$ cat config.mk
export PLATFORM = sky130hd
export DESIGN_NAME = core_sleep_ctrl
export DESIGN_NICKNAME = d
export VERILOG_FILES = /design/src/rtl/csc_pkg.sv /design/src/rtl/csc_rise_det.sv /design/src/rtl/csc_event_flag.sv /design/src/rtl/csc_sleep_fsm.sv /design/src/rtl/core_sleep_ctrl.sv
export SDC_FILE = /design/constraint.sdc
export NUM_CORES = 1
export LEC_CHECK = 0
export BUFFER_PORTS_ARGS = -buffer_cell sky130_fd_sc_hd__buf_4
export CAP_MARGIN = 20
export CORE_AREA = 5 5 42 44
export DETAILED_ROUTE_END_ITERATION = 16
export DIE_AREA = 0 0 47 49
export HOLD_SLACK_MARGIN = 0.06
export PLACE_DENSITY = 0.55
export REMOVE_ABC_BUFFERS = 1
export SYNTH_ARGS = -nofsm -noshare
export SYNTH_HDL_FRONTEND = slang
export SYNTH_SLANG_ARGS = --single-unit
$ cat constraint.sdc
create_clock -name clk -period 1.15 [get_ports clk]
set_clock_uncertainty 0.1 [all_clocks]
set_input_delay 0.2875 -clock clk [delete_from_list [all_inputs] [get_ports clk]]
set_output_delay 0.2875 -clock clk [all_outputs]
set_load 0.1 [all_outputs]
$ cat src/rtl/csc_pkg.sv
package csc_pkg;

  typedef enum logic [1:0] {ST_RUN, ST_DRAIN, ST_SLEEP} slp_state_t;
  typedef enum logic {WM_EVENT, WM_IRQ} wait_kind_t;

  // Sources that post to the local event flag while the core is not in an event wait
  function automatic logic flag_sets(input logic ext, input logic sev, input logic exc,
                                     input logic irq_rise, input logic sop);
    return ext | sev | exc | (irq_rise & sop);
  endfunction

  // Release conditions for an event wait
  function automatic logic evwait_wakes(input logic ext, input logic exc, input logic dbg,
                                        input logic den, input logic irq_rise, input logic sop);
    return ext | exc | (dbg & den) | (irq_rise & sop);
  endfunction

  // Release conditions for an interrupt wait (debug regardless of enable)
  function automatic logic irqwait_wakes(input logic exc, input logic irq_rise,
                                         input logic pre, input logic dbg);
    return exc | (irq_rise & pre) | dbg;
  endfunction

endpackage

$ cat src/rtl/csc_rise_det.sv
module csc_rise_det (
  input  logic clk,
  input  logic rst_n,
  input  logic lvl,
  output logic rise
);
  logic lvl_q;

  always_ff @(posedge clk) begin
    if (!rst_n) lvl_q <= 1'b0;
    else        lvl_q <= lvl;
  end

  assign rise = lvl & ~lvl_q;

  a_r7_rise_single: assert property (@(posedge clk) disable iff (!rst_n)
    rise |=> !rise);
endmodule

$ cat src/rtl/csc_event_flag.sv
module csc_event_flag (
  input  logic clk,
  input  logic rst_n,
  input  logic set_src,
  input  logic hold_off,
  input  logic consume,
  output logic flag
);
  logic set_eff;
  assign set_eff = set_src & ~hold_off;

  always_ff @(posedge clk) begin
    if (!rst_n) flag <= 1'b0;
    else        flag <= (flag & ~consume) | set_eff;
  end

  // consuming with no new arrival empties the flag
  a_r2_consume_clears: assert property (@(posedge clk) disable iff (!rst_n)
    (consume && !set_src) |=> !flag);
  // an accepted arrival is remembered
  a_r5_set_sticks: assert property (@(posedge clk) disable iff (!rst_n)
    (set_src && !hold_off) |=> flag);
  // while an event wait is pending, the flag cannot rise
  a_r3_no_post_in_wait: assert property (@(posedge clk) disable iff (!rst_n)
    (hold_off && !flag) |=> !flag);
endmodule

$ cat src/rtl/csc_sleep_fsm.sv
module csc_sleep_fsm
  import csc_pkg::*;
(
  input  logic       clk,
  input  logic       rst_n,
  input  logic       wfe_req,
  input  logic       wfi_req,
  input  logic       flag,
  input  logic       bus_busy,
  input  logic       wake_ev,
  input  logic       wake_irq,
  output logic       consume,
  output logic       ev_wait,
  output logic       core_stopped,
  output logic       wake_pulse
);
  slp_state_t state, state_n;
  wait_kind_t kind, kind_n;
  logic       wake_seen, wake_seen_n;
  logic       wake_now;

  assign wake_now     = (kind == WM_EVENT) ? wake_ev : wake_irq;
  assign ev_wait      = (state != ST_RUN) && (kind == WM_EVENT);
  assign core_stopped = (state == ST_SLEEP);
  assign wake_pulse   = (state == ST_SLEEP) && (wake_now || wake_seen);
  assign consume      = (state == ST_RUN) && wfe_req && flag;

  always_comb begin
    state_n     = state;
    kind_n      = kind;
    wake_seen_n = wake_seen;
    case (state)
      ST_RUN: begin
        wake_seen_n = 1'b0;
        if (wfe_req) begin
          if (!flag) begin
            state_n = ST_DRAIN;
            kind_n  = WM_EVENT;
          end
        end else if (wfi_req) begin
          state_n = ST_DRAIN;
          kind_n  = WM_IRQ;
        end
      end
      ST_DRAIN: begin
        wake_seen_n = wake_seen | wake_now;
        if (!bus_busy) state_n = ST_SLEEP;
      end
      ST_SLEEP: begin
        if (wake_pulse) begin
          state_n     = ST_RUN;
          wake_seen_n = 1'b0;
        end
      end
      default: state_n = ST_RUN;
    endcase
  end

  always_ff @(posedge clk) begin
    if (!rst_n) begin
      state     <= ST_RUN;
      kind      <= WM_EVENT;
      wake_seen <= 1'b0;
    end else begin
      state     <= state_n;
      kind      <= kind_n;
      wake_seen <= wake_seen_n;
    end
  end

  a_r9_pulse_single: assert property (@(posedge clk) disable iff (!rst_n)
    wake_pulse |=> !wake_pulse);
  a_r9_release_next: assert property (@(posedge clk) disable iff (!rst_n)
    wake_pulse |=> !core_stopped);
  a_r9_pulse_in_sleep: assert property (@(posedge clk) disable iff (!rst_n)
    wake_pulse |-> core_stopped);
  a_r8_bus_idle_first: assert property (@(posedge clk) disable iff (!rst_n)
    $rose(core_stopped) |-> $past(!bus_busy));
  a_r11_sleep_holds: assert property (@(posedge clk) disable iff (!rst_n)
    (core_stopped && !wake_pulse) |=> core_stopped);
  a_r2_flag_no_stop: assert property (@(posedge clk) disable iff (!rst_n)
    consume |=> (state == ST_RUN));
endmodule

$ cat src/rtl/core_sleep_ctrl.sv
module core_sleep_ctrl
  import csc_pkg::*;
(
  input  logic clk,
  input  logic rst_n,
  input  logic wfe_req,
  input  logic wfi_req,
  input  logic sev_pulse,
  input  logic ext_evt,
  input  logic exc_taken,
  input  logic irq_pend,
  input  logic irq_preempt,
  input  logic dbg_req,
  input  logic dbg_en,
  input  logic sev_on_pend,
  input  logic bus_busy,
  output logic core_stopped,
  output logic wake_pulse
);
  logic irq_rise;
  logic flag;
  logic consume;
  logic ev_wait;
  logic post_evt;
  logic wake_ev;
  logic wake_irq;

  csc_rise_det u_rise (
    .clk  (clk),
    .rst_n(rst_n),
    .lvl  (irq_pend),
    .rise (irq_rise)
  );

  assign post_evt = flag_sets(ext_evt, sev_pulse, exc_taken, irq_rise, sev_on_pend);
  assign wake_ev  = evwait_wakes(ext_evt, exc_taken, dbg_req, dbg_en, irq_rise, sev_on_pend);
  assign wake_irq = irqwait_wakes(exc_taken, irq_rise, irq_preempt, dbg_req);

  csc_event_flag u_flag (
    .clk     (clk),
    .rst_n   (rst_n),
    .set_src (post_evt),
    .hold_off(ev_wait),
    .consume (consume),
    .flag    (flag)
  );

  csc_sleep_fsm u_fsm (
    .clk         (clk),
    .rst_n       (rst_n),
    .wfe_req     (wfe_req),
    .wfi_req     (wfi_req),
    .flag        (flag),
    .bus_busy    (bus_busy),
    .wake_ev     (wake_ev),
    .wake_irq    (wake_irq),
    .consume     (consume),
    .ev_wait     (ev_wait),
    .core_stopped(core_stopped),
    .wake_pulse  (wake_pulse)
  );

  // an interrupt wait leaves the flag alone
  a_r6_flag_kept: assert property (@(posedge clk) disable iff (!rst_n)
    (flag && !ev_wait && !wfe_req) |=> flag);
endmodule

Yosys cells after proc, flatten, opt, wreduce, memory -nomap -nowiden
Cells that the tools add are included.
{"block": "totals", "reg_bits": 6, "input_bits": 13, "output_inout_bits": 2, "elab_cells": 56}
{"block": "op_classes", "eq_ne": 7, "muxes": 12, "n_bitwise": 20, "n_reduce_logical": 12}
{"op": "$mux W2", "n": 5}
{"op": "$or A1 B1 Y1", "n": 10}
{"op": "$and A1 B1 Y1", "n": 6}
{"op": "$ne A3 B3 Y1 const B", "n": 2}
{"op": "$pmux W2 S3", "n": 1}
{"op": "$mux W1", "n": 5}
{"op": "$logic_and A1 B1 Y1", "n": 4}
{"op": "$ne A2 B2 Y1 const B", "n": 2}
{"op": "$not A1 Y1", "n": 4}
{"op": "$reduce_and A4 Y1", "n": 1}
{"op": "$reduce_bool A2 Y1", "n": 2}
{"op": "$pmux W1 S3", "n": 1}
{"op": "$reduce_and A3 Y1", "n": 1}
{"op": "$reduce_bool A3 Y1", "n": 1}
{"op": "$eq A2 B1 Y1 const B", "n": 1}
{"op": "$eq A2 B2 Y1 const B", "n": 1}
{"op": "$logic_not A2 Y1", "n": 1}
{"op": "$ne A2 B1 Y1 const B", "n": 1}
{"op": "$reduce_and A2 Y1", "n": 1}
{"op": "$logic_or A1 B1 Y1", "n": 1}

Depth between registers and ports, before layout
Gate-level depths: netlist (run 1).
{"block": "depth", "word_depth": 10, "depth_mapped": 4, "depth_no_buf": 3}

Modules after synthesis
Synthesis (run 1) repeated with hierarchy kept, for this count alone.
{"block": "hier_totals", "cells_unflattened": 37, "hier_area_um2": 334.1}
{"mod": "csc_sleep_fsm", "instances": 1, "cells_each": 25, "area_each_um2": 215.2, "seq_area_each_um2": 80.1}
{"mod": "csc_event_flag", "instances": 1, "cells_each": 4, "area_each_um2": 43.8, "seq_area_each_um2": 20.0}
{"mod": "csc_rise_det", "instances": 1, "cells_each": 3, "area_each_um2": 40.0, "seq_area_each_um2": 20.0}
{"mod": "core_sleep_ctrl", "instances": 1, "cells_each": 5, "area_each_um2": 35.0, "seq_area_each_um2": 0.0}

Least setup slack after synthesis (run 1)
No wires, ideal clock.
{"block": "synth_path", "path_kind": "register to output", "startpoint": "register u_rise.lvl_q", "endpoint": "output port wake_pulse", "t_arrival_ps": 3531, "t_required_ps": 762, "path_slack_ps": -2769, "stages_incl_launch_ff": 4, "n_path_buf": 0, "path_cell_list": "dfxtp_1 > nand3b_1 > and3b_2 > nor4_1"}
{"block": "synth_between", "elab_chain_cells": 8, "word_cells_on_any_way": 10, "cone_classes": "1 x mux; 7 x bitwise; 2 x reduce/logical"}
{"item": "start, declared", "line": "csc_rise_det.sv:7", "rtl": "logic lvl_q;"}
{"item": "start signal, assigned", "line": "csc_rise_det.sv:11", "rtl": "else lvl_q <= lvl;"}
{"item": "$not A1 Y1 *", "line": "csc_rise_det.sv:14", "rtl": "assign rise = lvl & ~lvl_q;"}
{"item": "$and A1 B1 Y1 *", "line": "csc_rise_det.sv:14"}
{"item": "$and A1 B1 Y1", "line": "csc_pkg.sv:21", "rtl": "return exc | (irq_rise & pre) | dbg;"}
{"item": "$or A1 B1 Y1 (2 in a row)", "line": "csc_pkg.sv:21"}
{"item": "$mux W1 *", "line": "csc_sleep_fsm.sv:22", "rtl": "assign wake_now = (kind == WM_EVENT) ? wake_ev : wake_irq;"}
{"item": "$logic_or A1 B1 Y1 *", "line": "csc_sleep_fsm.sv:25", "rtl": "assign wake_pulse = (state == ST_SLEEP) && (wake_now || wake_seen);"}
{"item": "$logic_and A1 B1 Y1 *", "line": "csc_sleep_fsm.sv:25"}
{"item": "end, declared", "line": "core_sleep_ctrl.sv:18", "rtl": "output logic wake_pulse"}
Mark *: on every way between the ends. The rest lies on a longest branch, timed or not.

Worst setup path in the final report (run 1)
Ends and elaborated chain as after synthesis.

==> metrics.txt, run 1 <==
final wirelength=1.075 mm; initial antenna violation count=0; worst setup margin=-0.6394 ns; asr flop ratio synth=0; CP top delay family=simple AND/OR/NAND/NOR gates; reg2reg path depth=5; hold_ws=0.1618 ns; Worst Min Path Start=irq_pend; total negative slack=-1.205 ns; Internal=0.4833 mW; slowest stage delay, CP=approximately 0.3 ns; WS Path Type=flop to output port; Clk pwr share=0.302; Reg-to-Reg Start=u_fsm.state[0]; dpl cells=75; Worst-Skew Late Latency=roughly 0.25 ns; Vias=409; Core Area=between 1000 and 1500 µm²; Seq pwr share=0.356; Worst Hold Depth=2; endpoints failing setup=5; FF+latch count, synth=6; GRT overflow=0; reg2reg end=u_fsm.state[1]; floorplan row count=14; Peak VDD IR=0.5241 mV; WL per Instance=13.11 µm; fill count=145; top cells by area, synth=dfxtp_1 35%, a2111oi_2 4.4%, nand3b_1 4.4%; Initial DRT Pass Iterations=4; max_slew headroom=0.7883; failing checks=negative setup slack; Detail Placement HPWL=between 700 and 800 µm; Unique masters post-synth=26; CP Cell Sequence=nand3b_1 -> and3b_2 -> nor4_4 -> buf_6; TritonCTS buffer count=3; ANT cells=0; hold endpoint=u_rise.lvl_q; Power Dens Cells=1010 nW/µm²; register area share after synthesis=0.3504; switching part of the total=0.3006; storage element area=126.4 µm²; WP data arrival=~1.4 ns; Vias/cell=around 5.0; crit-path max FO=2; drt initial violations=8; Syn Std Cell Area=342.8 µm²; final hold viol count=0; fin crit period=1.789 ns; worst slew pin tran=0.3151 ns; worst path bufs/invs=1; Die X=47 µm; Post-synth top flop=dfxtp_1; Final Wtd Congestion=0.7399; fin cells=82; most frequent cell after synthesis=dfxtp_1; RSZ-0062 raised after global routing=true; P_sw=0.2077 mW; first-pass GRT wire length=1.828 mm; Syn. warnings=0; Worst EP required=0.76 ns; combinational share of power=0.343; Ports=15; Tcrit/Tclk final=1.556; H-tree depth=1; total power=0.6911 mW; DR DRC count=0; CTS clk-pin slew, worst paths=0.05 ns; status=finished with violations; max cap viols=0; largest net degree at the start of global routing=6; post-synthesis area per instance=between 9 and 10 µm²; Hold Crit Class=input port to flop; total track usage=0.1133; Post-synth EDFFs=0; CTS root buf=clkbuf_4; CTS tree=built; Final ANT Viol Nets=0; share of the synthesized area in the top cell type=0.3504; CTS Buffer Depth=2; final count of pins violating max slew=0; FMAX=558.8 MHz; IO Port Bufs=14; Critical Path Sink Type=output port; Synth area leader=dfxtp_1; CTS Hold Bufs=0; Initial Util=0.2446; fin nets=just over 80; Critical-path top delay cell=dfxtp_1; P&R area growth vs syn=99.63%; Die Y=49 µm; Commonest cells post-synth=6 x dfxtp_1, 3 x nor2_1; Die ar.=2303 µm²; cells after synthesis=37; P_leak=0.2972 nW; vias in the first global route=429; r2r setup slk=-0.13 ns; ratio of cells with drive above 1 in the final layout=0.6970; CP Launch Type=flop; pre-CTS setup slack=-0.5064 ns; clk sinks=6; multi-input logic area=between 200 and 300 µm²
-- worst reg2reg max path, cell delays in order, from the launching register on --
cell	delay, ns
dfxtp_4	0.35
buf_6	0.13
buf_6	0.11
nor4bb_4	0.14
a31o_1	0.18
a21o_1	0.16
-- state kept, by name (all words and copies together) (netlist names) --
register and cells:
u_rise.lvl_q 1, u_fsm.state 2, u_fsm.kind 1, u_fsm.wake_seen 1, u_flag.flag 1
-- worst max path at each step --
| stage | startpoint | cells after the start | endpoint |
|---|---|---|---|
| 6_report | u_rise.lvl_q | 4 | wake_pulse |
| 5_1_grt | u_rise.lvl_q | 4 | wake_pulse |
| 4_1_cts | u_rise.lvl_q | 4 | wake_pulse |
| 3_5_place_dp | dbg_en | 5 | wake_pulse |
| 3_3_place_gp | irq_pend | 5 | wake_pulse |
| 2_1_floorplan | u_rise.lvl_q | 3 | wake_pulse |
-- per-stage QoR --
step / util / area, µm²
3_5_place_dp: 0.3768 / 528.0
2_1_floorplan: - / 335.3
5_1_grt: 0.4884 / 684.4
4_1_cts: 0.4696 / 658.1
6_report: 0.4884 / 684.4
3_3_place_gp: 0.3768 / 528.0
-- final cells by class --
cell class / count / share of cell area
sequential: 6 / 0.1846
multi-input combinational: 29 / 0.4113
timing repair buffer: 27 / 0.3364
clock buffer: 3 / 0.03291
inverter: 1 / 0.005484
tap: 16 / 0.02925
-- layer usage --
| layer | up-vias | GRT usage | routed length, µm |
|---|---|---|---|
| li1 | 201 | - | - |
| met1 | 193 | 0.1316 | 476 |
| met2 | 13 | 0.1652 | 517 |
| met3 | 2 | 0.04797 | 68 |
| met4 | 0 | 0.06912 | 12 |
| met5 | - | 0 | 0 |
-- what timing repair did --
| action | 4_1_cts | 5_1_grt |
|---|---|---|
| setup buffers | 4 | 0 |
| pin swaps | 5 | 1 |
| resized for setup | 20 | 6 |
| endpoints found under the setup margin | 4 | 6 |
-- placed cells by master, fill, tap and decap left out, types with 2 or more instances in the layout --
| master | count |
|---|---|
| nor3_1 | 2 |
| nor2_4 | 2 |
| buf_4 | 22 |
| nand2_1 | 2 |
| clkbuf_4 | 3 |
| buf_6 | 4 |
| dfxtp_2 | 2 |
| dfxtp_1 | 3 |
| nand3b_1 | 2 |
-- power by group through the flow --
| stage | Sequential, mW | Combinational, mW | Clock [mW] |
|---|---|---|---|
| after floorplan | 0.248 | 0.0788 | 0 |
| after global placement | 0.243 | 0.168 | 0 |
| after detailed placement | 0.243 | 0.169 | 0 |
| after CTS | 0.244 | 0.222 | 0.210 |
| after global routing | 0.248 | 0.255 | 0.227 |
| final | 0.246 | 0.237 | 0.209 |
-- cells by family (layout without fill, tap and decap cells) --
group           after synthesis  count (layout)  share of synthesized area
simple gates                 18              18                     0.3321
compound gates               11              11                     0.2847
flops                         6               6                     0.3504
buf+inv                       2              31                    0.03284
Note: power is estimated with default switching activity, not from simulation.
==> run 2, diff against run 1 <==
--- a/config.mk
+++ b/config.mk
@@ -7,12 +7,13 @@
 export LEC_CHECK = 0
 export BUFFER_PORTS_ARGS = -buffer_cell sky130_fd_sc_hd__buf_4
 export CAP_MARGIN = 20
-export CORE_AREA = 5 5 42 44
+export CORE_AREA = 2 2 39 41
 export DETAILED_ROUTE_END_ITERATION = 16
-export DIE_AREA = 0 0 47 49
+export DIE_AREA = 0 0 41 43
 export HOLD_SLACK_MARGIN = 0.06
 export PLACE_DENSITY = 0.55
 export REMOVE_ABC_BUFFERS = 1
+export SLEW_MARGIN = 0
 export SYNTH_ARGS = -nofsm -noshare
 export SYNTH_HDL_FRONTEND = slang
 export SYNTH_SLANG_ARGS = --single-unit
==> metrics.txt, run 2 (synthesis gave the netlist of run 1 again) <==
Worst-Skew Late Latency=0.25 ns (about the same); r2r setup slk=-0.12 ns (about the same); initial antenna violation count=0 (unchanged); total negative slack=-1.064 ns (+0.1406 ns); WS Path Type=flop to output port; Power Dens Cells=993.6 nW/µm² (-1.6%); Clk pwr share=0.297 (-0.005); final count of pins violating max slew=0 (unchanged); crit-path max FO=2 (unchanged); DP Area=543.0 µm² (+2.8%); first-pass GRT wire length=1.455 mm (-20%); CTS tree=built; FMAX=574.7 MHz (+2.8%); end point of the critical path=wake_pulse; P&R area growth vs syn=98.18%; Die ar.=1763 µm² (-23%); IO Port Bufs=14 (unchanged); Most flops, register=u_fsm.state; total track usage=0.1283 (+0.01496); combinational share of power=0.334 (-0.009); commonest non-fill, non-tap cell in the layout=buf_4; final wirelength=1.101 mm (+2.4%); Initial Util=0.2477 (+0.003097); post-route cell area=679.4 µm² (-0.73%); Vias=402 (-1.7%); total power=0.6751 mW (-2.3%); fin nets=79 (-2.5%); floorplan row count=14 (unchanged); Vias/cell=5.025 (+0.75%); DR DRC count=0 (unchanged); H-tree depth=1 (unchanged); ANT cells=0 (unchanged); switching part of the total=0.3018 (+0.001250); clk sinks=6 (unchanged); crit path from=u_rise.lvl_q; GRT overflow=0 (unchanged); Worst EP required=0.76 ns (about the same); Core Area=1384 µm² (-1.2%); TritonCTS buffer count=3 (unchanged); CTS root buf=clkbuf_4; WL per Instance=13.76 µm (+5.0%); Critical Path Sink Type=output port; final hold viol count=0 (unchanged); CP Launch Type=flop; fin crit period=1.740 ns (-0.04927 ns); reg2reg end=u_fsm.state[1]; reg2reg path depth=4 (-1); CTS Buffer Depth=2 (unchanged); pre-CTS setup slack=-0.5419 ns (-0.03551 ns); Die X=41 µm (-13%); Detail Placement HPWL=744.1 µm (+3.2%); CTS Hold Bufs=0 (unchanged); Seq pwr share=0.369 (+0.013); endpoints failing setup=4 (-1); Final ANT Viol Nets=0 (unchanged); Hold Crit Class=input port to flop; Initial DRT Pass Iterations=3 (-1); Final Wtd Congestion=0.6851 (-7.4%); status=finished with violations; Final Util=0.4910 (+0.002565); Internal=0.4713 mW (-2.5%); CTS clk-pin slew, worst paths=0.04 ns (about the same); ratio of cells with drive above 1 in the final layout=0.6875 (-0.009470); P_sw=0.2038 mW (-1.9%); max cap viols=0 (unchanged); failing checks=negative setup slack; worst slew pin tran=0.3380 ns (+0.02292 ns); WP data arrival=1.35 ns (-0.05 ns); RSZ-0062 raised after global routing=true; worst setup margin=-0.5901 ns (+0.04927 ns); Reg-to-Reg Start=u_fsm.state[0]; P_leak=0.2942 nW (-1.0%); largest net degree at the start of global routing=10 (+4); Tcrit/Tclk final=1.513 (-0.04284); drt initial violations=6 (-2); Largest register FFs=2 (unchanged); most frequent cells in the layout=21 x buf_4, 3 x clkbuf_4; Ports=15 (unchanged); Peak VDD IR=0.4351 mV (-17%); Die Y=43 µm (-12%); vias in the first global route=362 (-16%); max_slew headroom=0.7729 (-0.01540)
[run 2: metal layers]
metal  vias to the layer above  routed length (µm)  track usage
li1                        197                   -            -
met1                       195                 404       0.1118
met2                        10                 631       0.2344
met3                         0                  66      0.06283
met4                         0                   0      0.04000
met5                         -                   0            0
[run 2: area by class of cell]
cell class | count | area [µm²]
clock buffer | 3 | 22.52
timing repair buffer | 25 | 215.2
multi-input combinational | 29 | 287.8
inverter | 1 | 3.754
sequential | 6 | 130.1
tap | 16 | 20.02
fill | 137 | 704.4
[run 2: worst min-delay path by stage]
stage | start | endpoint | slack (ns) | cells after the start
global placement | irq_pend | u_rise.lvl_q | 0.41 | 2
CTS | irq_pend | u_rise.lvl_q | 0.16 | 2
floorplan | irq_pend | u_rise.lvl_q | 0.31 | 1
detailed placement | irq_pend | u_rise.lvl_q | 0.42 | 2
global route | irq_pend | u_rise.lvl_q | 0.17 | 2
finish | irq_pend | u_rise.lvl_q | 0.17 | 2
[run 2: power by group through the flow]
stage	sequential (mW)	combinational [mW]	clock [mW]
detailed placement	0.243	0.174	0
global placement	0.244	0.173	0
global route	0.251	0.240	0.223
floorplan	0.248	0.0788	0
finish	0.249	0.225	0.200
CTS	0.245	0.205	0.209
[run 2: worst max-delay path: stages, from the launching register on]
cell and delay (ns):
dfxtp_1 0.29, nand3b_1 0.17, and3b_2 0.24, nor4_4 0.14
buf_6 0.26
[run 2: stage by stage]
stage / cells / hold WS, ns
floorplan: 36 / 0.3092
global placement: 77 / 0.4140
detailed placement: 77 / 0.4151
CTS: 81 / 0.1636
global route: 80 / 0.1733
finish: 80 / 0.1693
[run 2: what timing repair did]
action | 4_1_cts | 5_1_grt
setup endpoints to repair | 4 | 6
pin swaps | 5 | 6
setup buffers | 1 | 1
gates cloned | 0 | 0
resized for setup | 17 | 10
==> run 3, diff against run 2 <==
--- a/config.mk
+++ b/config.mk
@@ -7,9 +7,9 @@
 export LEC_CHECK = 0
 export BUFFER_PORTS_ARGS = -buffer_cell sky130_fd_sc_hd__buf_4
 export CAP_MARGIN = 20
-export CORE_AREA = 2 2 39 41
+export CORE_AREA = 4 4 41 43
 export DETAILED_ROUTE_END_ITERATION = 16
-export DIE_AREA = 0 0 41 43
+export DIE_AREA = 0 0 45 47
 export HOLD_SLACK_MARGIN = 0.06
 export PLACE_DENSITY = 0.55
 export REMOVE_ABC_BUFFERS = 1
==> metrics.txt, run 3 (synthesis gave the netlist of run 1 again) <==
first-pass GRT wire length=1.759 mm (+21%); fin nets=84 (+6.3%); Initial Util=0.2635 (+0.01572); WP data arrival=1.39 ns (+0.04 ns); CP Cell Sequence=nand3b_1 -> and2_4 -> nor4_4 -> buf_6; CTS root buf=clkbuf_4; Die ar.=2115 µm² (+20%); GRT overflow=0 (unchanged); CTS clk-pin slew, worst paths=0.04 ns (about the same); end point of the critical path=wake_pulse; Die Y=47 µm (+9.3%); number of stages on the worst setup path=4 (unchanged); hold_ws=0.1664 ns (-0.002851 ns); max_slew headroom=0.7930 (+0.02006); commonest non-fill, non-tap cell in the layout=buf_4; worst slew pin tran=0.3082 ns (-0.02986 ns); clk sinks=6 (unchanged); post-route cell area=706.9 µm² (+4.1%); Power Dens Cells=973.7 nW/µm² (-2.0%); Peak VDD IR=0.5809 mV (+34%); fill count=125 (-8.8%); Vias/cell=4.940 (-1.7%); Initial DRT Pass Iterations=4 (+1); most frequent cells in the layout=23 x buf_4, 6 x buf_6, 3 x clkbuf_4; P_leak=0.3083 nW (+4.8%); Core Area=1301 µm² (-6.0%); Ports=15 (unchanged); Worst Hold Depth=2 (unchanged); total track usage=0.1187 (-0.009586); vias in the first global route=425 (+17%); Worst EP required=0.76 ns (about the same); Critical-path top delay cell=dfxtp_1; status=finished with violations; r2r setup slk=-0.14 ns (-0.02 ns); Largest register FFs=2 (unchanged); failing checks=negative setup slack; Final Util=0.5433 (+0.05231); TritonCTS buffer count=3 (unchanged); RSZ-0062 raised after global routing=true; ANT cells=0 (unchanged); Hold Crit Class=input port to flop; CP top delay family=simple AND/OR/NAND/NOR gates; final count of pins violating max slew=0 (unchanged); worst path bufs/invs=1 (unchanged); CTS tree=built; max cap viols=0 (unchanged); Worst-Skew Late Latency=0.25 ns (about the same); WL per Instance=12.95 µm (-5.9%); Most flops, register=u_fsm.state; Final ANT Viol Nets=0 (unchanged); DR DRC count=0 (unchanged); reg2reg end=u_flag.flag; slowest stage delay, CP=0.30 ns (about the same); floorplan row count=13 (-1); CTS Buffer Depth=2 (unchanged); P&R area growth vs syn=106.2%; final wirelength=1.088 mm (-1.2%); H-tree depth=1 (unchanged); CP Launch Type=flop; DP Area=526.8 µm² (-3.0%); WS Path Type=flop to output port; Critical Path Sink Type=output port; reg2reg path depth=5 (+1); IO Port Bufs=14 (unchanged); endpoints failing setup=6 (+2); Final Wtd Congestion=0.6528 (-4.7%); fin crit period=1.773 ns (+0.03283 ns); drt initial violations=7 (+1); ratio of cells with drive above 1 in the final layout=0.6957 (+0.008152); FMAX=564.0 MHz (-1.9%); largest net degree at the start of global routing=8 (-2); Tcrit/Tclk final=1.542 (+0.02855); crit path from=u_rise.lvl_q; crit-path max FO=2 (unchanged); Vias=415 (+3.2%); Die X=45 µm (+9.8%); Reg-to-Reg Start=u_fsm.state[0]; initial antenna violation count=0 (unchanged); worst setup margin=-0.6230 ns (-0.03283 ns); total power=0.6884 mW (+2.0%); final hold viol count=0 (unchanged)
-- run 3: cell count changes in the layout (fill, tap and decap cells not counted) --
cell      delta
nor2_1       +1
nor3_2       -1
a21boi_1     +1
o31ai_1      -1
nor2_4       -1
buf_6        +4
nor4b_4      -1
nor3_1       +1
a21boi_0     -1
buf_4        +2
nor4b_2      +1
o31ai_2      +1
buf_8        -1
-- run 3: how the worst min path moves through the flow --
stage                     startpoint           end  slack, ns
after CTS                   irq_pend  u_rise.lvl_q       0.16
final                       irq_pend  u_rise.lvl_q       0.17
after global routing        irq_pend  u_rise.lvl_q       0.16
after detailed placement    irq_pend  u_rise.lvl_q       0.41
after global placement      irq_pend  u_rise.lvl_q       0.41
after floorplan             irq_pend  u_rise.lvl_q       0.31
-- run 3: final cells by class --
class                      instances  area [µm²]  share of cell area
multi-input combinational         29       271.5              0.3841
timing repair buffer              30       260.3              0.3681
sequential                         6       130.1              0.1841
clock buffer                       3       22.52             0.03186
tap                               15       18.77             0.02655
inverter                           1       3.754            0.005310
-- run 3: metrics by stage --
stage | std cells | setup TNS [ns] | worst slack (ns)
final | 84 | -1.379 | -0.6230
after floorplan | 36 | -3.770 | -2.769
after detailed placement | 74 | -1.000 | -0.5295
after global routing | 84 | -1.732 | -0.7246
after global placement | 74 | -1.009 | -0.5453
after CTS | 80 | -1.276 | -0.6221
-- run 3: metal layers --
| metal | track usage | share of wire |
|---|---|---|
| met5 | 0 | 0 |
| met2 | 0.1977 | 0.50 |
| met4 | 0.08772 | 0.015 |
| met1 | 0.1324 | 0.42 |
| met3 | 0.02682 | 0.063 |
-- run 3: repair_timing --
action                     4_1_cts  5_1_grt
pin swaps                        6        6
hold buffers                     0        0
setup endpoints to repair        4        6
buffers inserted                 4        4
gates resized for setup         21        6
-- run 3: where the power goes --
part / internal, mW / switching (mW) / total, mW
clock: 0.118 / 0.0784 / 0.197
combinational: 0.144 / 0.100 / 0.244
sequential: 0.228 / 0.0190 / 0.247
total: 0.491 / 0.197 / 0.688
